===== src/rtl/cart_gate_pkg.sv =====
package cart_gate_pkg;

  typedef enum logic [1:0] {
    GS_IDLE  = 2'd0,
    GS_DRIVE = 2'd1,
    GS_DONE  = 2'd2
  } gate_state_e;

  // control -> datapath strobes
  typedef struct packed {
    logic capture;   // load request attributes this edge
    logic takeSec;   // capture from the secondary master
    logic useWin;    // primary address comes through the shared window
    logic latchRd;   // sample cartridge read data this edge
    logic ceOn;
    logic lwrOn;
    logic uwrOn;
    logic timeOn;
  } gate_strobe_t;

endpackage


===== src/rtl/cart_gate_ctrl.sv =====
module cart_gate_ctrl
  import cart_gate_pkg::*;
#(
  parameter int              PA_W      = 24,
  parameter logic [PA_W-1:0] ROM_END   = 'h3FFFFF,
  parameter logic [PA_W-1:0] WIN_BASE  = 'h800000,
  parameter logic [PA_W-1:0] WIN_END   = 'h9FFFFF,
  parameter logic [PA_W-1:0] TIME_BASE = 'hA13000,
  parameter logic [PA_W-1:0] TIME_END  = 'hA130FF
) (
  input  logic            clk,
  input  logic            rstN,
  input  logic            adapterEn,
  input  logic            modeRv,
  input  logic            priReq,
  input  logic [PA_W-1:0] priAddr,
  input  logic            priWrite,
  input  logic            priUds,
  input  logic            priLds,
  input  logic            secReq,
  input  logic            secWrite,
  output gate_strobe_t    strb,
  output logic            priAck,
  output logic            secAck
);

  gate_state_e state;
  logic ownerSec, wrQ, udsQ, ldsQ, timeQ;
  logic adapterQ, modeQ;
  logic idle, drive, adEff, rvEff, shared;
  logic priRom, priWin, priTime, priCart;
  logic grantSec, grantPri;

  assign idle  = (state == GS_IDLE);
  assign drive = (state == GS_DRIVE);

  // settings are only sampled between cycles
  assign adEff  = idle ? adapterEn : adapterQ;
  assign rvEff  = idle ? modeRv    : modeQ;
  assign shared = adEff && !rvEff;

  assign priRom  = (priAddr <= ROM_END);
  assign priWin  = (priAddr >= WIN_BASE) && (priAddr <= WIN_END);
  assign priTime = (priAddr >= TIME_BASE) && (priAddr <= TIME_END);
  assign priCart = shared ? priWin : priRom;

  assign grantSec = idle && secReq && shared;
  assign grantPri = idle && priReq && !grantSec && (priCart || priTime);

  always_ff @(posedge clk) begin
    if (!rstN) begin
      state    <= GS_IDLE;
      ownerSec <= 1'b0;
      wrQ      <= 1'b0;
      udsQ     <= 1'b0;
      ldsQ     <= 1'b0;
      timeQ    <= 1'b0;
      adapterQ <= 1'b0;
      modeQ    <= 1'b0;
    end else begin
      if (idle) begin
        adapterQ <= adapterEn;
        modeQ    <= modeRv;
      end
      unique case (state)
        GS_IDLE: begin
          if (grantSec) begin
            state    <= GS_DRIVE;
            ownerSec <= 1'b1;
            wrQ      <= secWrite;
            udsQ     <= 1'b0;
            ldsQ     <= 1'b0;
            timeQ    <= 1'b0;
          end else if (grantPri) begin
            state    <= GS_DRIVE;
            ownerSec <= 1'b0;
            wrQ      <= priWrite;
            udsQ     <= priUds;
            ldsQ     <= priLds;
            timeQ    <= priTime;
          end
        end
        GS_DRIVE: state <= GS_DONE;
        GS_DONE:  state <= GS_IDLE;
        default:  state <= GS_IDLE;
      endcase
    end
  end

  always_comb begin
    strb.capture = grantSec || grantPri;
    strb.takeSec = grantSec;
    strb.useWin  = shared && priWin;
    strb.latchRd = drive;
    strb.ceOn    = drive && !timeQ;
    strb.timeOn  = drive && timeQ;
    // secondary writes never reach the cartridge strobes
    strb.uwrOn   = drive && wrQ && !ownerSec && udsQ;
    // shared mode drops the lower-byte strobe for the primary
    strb.lwrOn   = drive && wrQ && !ownerSec && ldsQ && !(adapterQ && !modeQ);
  end

  assign priAck = (state == GS_DONE) && !ownerSec;
  assign secAck = (state == GS_DONE) && ownerSec;

  assert_mode_hold_R12: assert property (@(posedge clk) disable iff (!rstN)
    (state != GS_IDLE) |=> $stable(modeQ));

  assert_sec_only_shared_R2: assert property (@(posedge clk) disable iff (!rstN)
    secAck |-> (adapterQ && !modeQ));

  assert_ack_pulse_R6: assert property (@(posedge clk) disable iff (!rstN)
    (priAck || secAck) |=> !(priAck || secAck));

endmodule


===== src/rtl/cart_gate_dp.sv =====
module cart_gate_dp
  import cart_gate_pkg::*;
#(
  parameter int PA_W   = 24,
  parameter int SA_W   = 32,
  parameter int CA_W   = 23,
  parameter int WIN_AW = 21,
  parameter int DW     = 16
) (
  input  logic            clk,
  input  logic            rstN,
  input  gate_strobe_t    strb,
  input  logic [PA_W-1:0] priAddr,
  input  logic [DW-1:0]   priWdata,
  input  logic [SA_W-1:0] secAddr,
  input  logic [DW-1:0]   secWdata,
  input  logic            secByte,
  input  logic [DW-1:0]   cartRdata,
  output logic [CA_W-1:0] cartAddr,
  output logic [DW-1:0]   cartWdata,
  output logic            cartCeN,
  output logic            cartLwrN,
  output logic            cartUwrN,
  output logic            cartTimeN,
  output logic [DW-1:0]   priRdata,
  output logic [DW-1:0]   secRdata
);

  localparam int LANE_W = DW / 2;

  logic [CA_W-1:0]   addrQ, priMapped;
  logic [DW-1:0]     wdataQ, rdQ;
  logic              byteQ;
  logic [LANE_W-1:0] laneSel;
  logic              unusedBits;

  // bits above the cartridge span fold away (secondary wraps)
  assign unusedBits = ^{secAddr[SA_W-1:CA_W], priAddr[PA_W-1:CA_W]};

  assign priMapped = strb.useWin ? CA_W'(priAddr[WIN_AW-1:0]) : priAddr[CA_W-1:0];

  always_ff @(posedge clk) begin
    if (!rstN) begin
      addrQ  <= '0;
      wdataQ <= '0;
      byteQ  <= 1'b0;
      rdQ    <= '0;
    end else begin
      if (strb.capture) begin
        if (strb.takeSec) begin
          addrQ  <= secAddr[CA_W-1:0];
          wdataQ <= secWdata;
          byteQ  <= secByte;
        end else begin
          addrQ  <= priMapped;
          wdataQ <= priWdata;
          byteQ  <= 1'b0;
        end
      end
      if (strb.latchRd) rdQ <= cartRdata;
    end
  end

  // even offset = upper lane
  assign laneSel  = addrQ[0] ? rdQ[LANE_W-1:0] : rdQ[DW-1:LANE_W];
  assign secRdata = byteQ ? DW'(laneSel) : rdQ;
  assign priRdata = rdQ;

  assign cartAddr  = addrQ;
  assign cartWdata = wdataQ;
  assign cartCeN   = !strb.ceOn;
  assign cartLwrN  = !strb.lwrOn;
  assign cartUwrN  = !strb.uwrOn;
  assign cartTimeN = !strb.timeOn;

  assert_time_not_ce_R9: assert property (@(posedge clk) disable iff (!rstN)
    !cartTimeN |-> cartCeN);

  assert_addr_hold_R6: assert property (@(posedge clk) disable iff (!rstN)
    !cartCeN |=> $stable(cartAddr));

endmodule


===== src/rtl/cart_bus_gate.sv =====
module cart_bus_gate
  import cart_gate_pkg::*;
#(
  parameter int PA_W   = 24,
  parameter int SA_W   = 32,
  parameter int CA_W   = 23,
  parameter int WIN_AW = 21,
  parameter int DW     = 16
) (
  input  logic            clk,
  input  logic            rstN,
  input  logic            adapterEn,
  input  logic            modeRv,
  input  logic            priReq,
  input  logic [PA_W-1:0] priAddr,
  input  logic            priWrite,
  input  logic            priUds,
  input  logic            priLds,
  input  logic [DW-1:0]   priWdata,
  output logic            priAck,
  output logic [DW-1:0]   priRdata,
  input  logic            secReq,
  input  logic [SA_W-1:0] secAddr,
  input  logic            secWrite,
  input  logic            secByte,
  input  logic [DW-1:0]   secWdata,
  output logic            secAck,
  output logic [DW-1:0]   secRdata,
  output logic [CA_W-1:0] cartAddr,
  output logic [DW-1:0]   cartWdata,
  input  logic [DW-1:0]   cartRdata,
  output logic            cartCeN,
  output logic            cartLwrN,
  output logic            cartUwrN,
  output logic            cartTimeN
);

  gate_strobe_t strb;

  cart_gate_ctrl #(.PA_W(PA_W)) u_ctrl (
    .clk(clk), .rstN(rstN), .adapterEn(adapterEn), .modeRv(modeRv),
    .priReq(priReq), .priAddr(priAddr), .priWrite(priWrite),
    .priUds(priUds), .priLds(priLds), .secReq(secReq), .secWrite(secWrite),
    .strb(strb), .priAck(priAck), .secAck(secAck)
  );

  cart_gate_dp #(
    .PA_W(PA_W), .SA_W(SA_W), .CA_W(CA_W), .WIN_AW(WIN_AW), .DW(DW)
  ) u_dp (
    .clk(clk), .rstN(rstN), .strb(strb), .priAddr(priAddr), .priWdata(priWdata),
    .secAddr(secAddr), .secWdata(secWdata), .secByte(secByte), .cartRdata(cartRdata),
    .cartAddr(cartAddr), .cartWdata(cartWdata), .cartCeN(cartCeN),
    .cartLwrN(cartLwrN), .cartUwrN(cartUwrN), .cartTimeN(cartTimeN),
    .priRdata(priRdata), .secRdata(secRdata)
  );

  assert_sec_no_strobe_R5: assert property (@(posedge clk) disable iff (!rstN)
    secAck |-> $past(cartLwrN && cartUwrN && cartTimeN));

endmodule


===== config.mk =====
export PLATFORM = sky130hd
export DESIGN_NAME = cart_bus_gate
export DESIGN_NICKNAME = d
export VERILOG_FILES = /design/src/rtl/cart_gate_pkg.sv /design/src/rtl/cart_gate_ctrl.sv /design/src/rtl/cart_gate_dp.sv /design/src/rtl/cart_bus_gate.sv
export SDC_FILE = /design/constraint.sdc
export NUM_CORES = 1
export LEC_CHECK = 0
export CORE_ASPECT_RATIO = 1.2
export CORE_MARGIN = 3
export CORE_UTILIZATION = 30
export DETAILED_ROUTE_END_ITERATION = 16
export GPL_TIMING_DRIVEN = 0
export PLACE_DENSITY_LB_ADDON = 0.25
export SYNTH_ARGS = -nofsm -noshare
export SYNTH_HDL_FRONTEND = slang
export SYNTH_SLANG_ARGS = --single-unit
export TNS_END_PERCENT = 100

===== constraint.sdc =====
create_clock -name clk -period 1.42 [get_ports clk]
set_input_delay 0.284 -clock clk [delete_from_list [all_inputs] [get_ports clk]]
set_output_delay 0.284 -clock clk [all_outputs]
set_load 0.01 [all_outputs]

==> impl_metrics.toml <==
[global_routing]
grt_max_degree = 11
antenna_found_initial = 0
overflow = 0
track_usage_pct = 23.2
grt_pass1_vias = 4160
grt_pass1_wl_mm = 21.4

[power]
power_density_nw_per_um2 = 836
p_total_uw = 5450
pwr-share-seq_pct = 36.9
p_sw_share_pct = 24.9
p_int_uw = 4100
peakVddDrop_mv = 0.632
leakage_uw = 0.00268
power_switching_uw = 1360
clockPowerShare_pct = 42.3
combPwrFrac_pct = 20.8

[synth]
syn_inst = 382
ys_ff_latch = 65
syn_nets = 497
avgSynthCellArea_um2 = 8.06
netlist_area_um2 = 3080
synth_seq_area_share_pct = 42.2
synth_ff_type = "dfxtp_1"
synth_edf_count = 0
async_flop_share_pct = 0
yosysWarnings = 0
synthDistinctLibCells = 34

[floorplan]
die_w_um = 98.5
coreArea_um2 = 9760
start_util_pct = 31.6
die_area_um2 = 11500
io_pins = 192
die_h_um = 117
num_rows = 39

[layout]
drive_above_1_share_pct = 36.7
fillCellCount = 766
diodes = 0
fin_nets = 734
stdcell_count = 747
syn_to_final_growth_pct = 112

[critical_path]
crit_path_max_fanout = 8
critical_path_required_ns = 1.14
startpoint_type = "flip-flop"
critical_path_class = "reg2out"
crit_path_end_kind = "output port"
cp.arrival_ns = 1.42

[cts]
clkLatencyLatePin_ns = 0.32
clockBufferDepth = 2
numClockSinks = 65
cts_tree = "yes"
htree_levels = 3
cts_buffers = 9
holdBufCountCts = 0
clk_pin_slew_ns = 0.06
cts_root_buf = "clkbuf_16"

[drt]
drt_first_pass_iters = 4
wl_per_cell_um = 18.4
first_iter_violations = 140
vias = 3985
drc = 0
via_per_inst = 5.33
finalWirelength_mm = 13.7
ant_nets = 0

[timing]
worst_pin_slew_ns = 0.561
max_freq_ghz = 0.587
fin_worst_skew_ns = 0.00521
slew_headroom_pct = 62.6
setup-violations-final = 58
hold_viol = 0
rsz0062_at_grt = "yes"
period_needed_ns = 1.70
min_period_over_period_pct = 120
slew_viol_final = 0
final.setup.tns_ns = -11.42
setup_slack_ns = -0.285

[placed_design]
dp_hpwl_mm = 8.76
portBuffers = 181
finalWeightedCongestion = 0.836
post-place-cells = 686

[run_status]
status = "finished, violations left"
violations = "negative setup slack"

[min_path]
hp-class = "in2reg"

[run]
cap_violations = 0
-- registers in the layout (all words and copies together) (netlist names) --
signal	flops
u_ctrl.wrQ	1
u_ctrl.adapterQ	1
u_ctrl.ldsQ	1
u_dp.cartWdata	16
u_dp.cartAddr	23
u_dp.priRdata	16
u_ctrl.state	2
u_ctrl.modeQ	1
u_ctrl.udsQ	1
u_dp.byteQ	1
u_ctrl.ownerSec	1
u_ctrl.timeQ	1
-- metrics by stage --
| stage | worst slack [ns] | instance area (µm²) | util (%) | hold WS, ns |
|---|---|---|---|---|
| global placement | -0.792 | 5070 | 51.9 | 0.459 |
| floorplan | -0.0485 | 3100 | - | 0.416 |
| CTS | -0.269 | 6380 | 65.4 | 0.256 |
| global route | -0.339 | 6530 | 66.9 | 0.267 |
| detailed placement | -0.831 | 5070 | 51.9 | 0.463 |
| finish | -0.285 | 6530 | 66.9 | 0.264 |
-- logic make-up (layout without fill, tap and decap cells) --
| family | count (synthesis) | count (layout) | share of synthesized area [%] |
|---|---|---|---|
| compound gates | 147 | 147 | 27.8 |
| simple gates | 122 | 124 | 20.4 |
| flops | 65 | 65 | 42.2 |
| buf+inv | 39 | 279 | 6.30 |
| mux | 9 | 9 | 3.25 |
-- worst max-delay path: stages, from the launching register on --
cell and delay, ns:
dfxtp_4 0.34, nor2b_4 0.15, clkbuf_16 0.17, mux2_4 0.31, buf_6 0.12
-- cell type report --
type	count	area (µm²)	area share (%)
Buffer	37	413	6.33
Timing Repair Buffer	226	2200	33.7
Multi-Input combinational cell	280	2140	32.7
Clock inverter	2	35.0	0.537
Sequential cell	65	1320	20.1
Clock buffer	14	274	4.20
Tap cell	123	154	2.36
-- cell usage in the layout, fill, tap and decap left out, types with 3 or more instances in the layout --
cell type and count:
a21boi_0 18, a21boi_1 5, a31oi_1 38, buf_12 4
buf_16 4, buf_2 16, buf_4 23, buf_6 28
buf_8 11, clkbuf_1 9, clkbuf_16 12, clkbuf_2 5
clkbuf_8 8, clkdlybuf4s15_1 5, clkdlybuf4s15_2 3, clkdlybuf4s50_1 86
dfxtp_1 60, dfxtp_4 3, dlygate4sd2_1 61, mux2_4 8
nand2_1 40, nand3_1 3, nand3_2 38, nand4_1 7
nor2b_1 9, nor4b_4 3, o21ai_0 33, o21ai_1 10
o21ai_2 36
-- worst paths after layout --
check	from	endpoint	slack, ns	depth (start not counted)
max	u_dp.byteQ	secRdata[1]	-0.28	4
min reg2reg	u_dp.cartAddr[21]	u_dp.cartAddr[21]	0.47	2
min	priAddr[11]	u_dp.cartAddr[11]	0.26	3
max reg2reg	u_ctrl.state[0]	u_dp.cartWdata[0]	-0.24	9
-- routing by layer --
metal	part of all wire, %	up-vias	track usage [%]	wire length, µm
met1	38	1887	25.7	5240
met3	7.7	30	6.05	1060
met2	52	183	43.2	7110
met4	2.3	0	7.65	317
li1	-	1885	-	-
met5	0	-	0	0
-- power groups by stage --
stage	sequential [µW]	clock (µW)	combinational, µW
detailed placement	2040	0	936
global placement	2040	0	925
CTS	2010	2310	1080
global route	2020	2400	1220
finish	2010	2310	1140
floorplan	2070	0	289
-- cell usage after synthesis (3+ instances only) --
cell,count,share of area (%)
a21boi_0,20,4.9
a21boi_1,3,0.73
a31oi_1,38,7.7
buf_2,12,1.9
buf_6,4,1.5
clkbuf_1,20,2.4
dfxtp_1,65,42
mux2_2,8,2.9
nand2_1,42,5.1
nand2b_1,4,0.81
nand3_1,42,6.8
nand4_1,7,1.4
nor2b_1,11,2.2
nor3b_1,3,0.73
o21ai_0,74,12
o21ai_1,5,0.81
-- repair_timing --
item,in CTS,in global routing
gates resized for setup,400,53
buffers inserted,27,6
pin swaps,99,75
cloned,16,1
endpoints found under the setup margin,134,63
No activity file was read; power rests on OpenSTA's default activity.
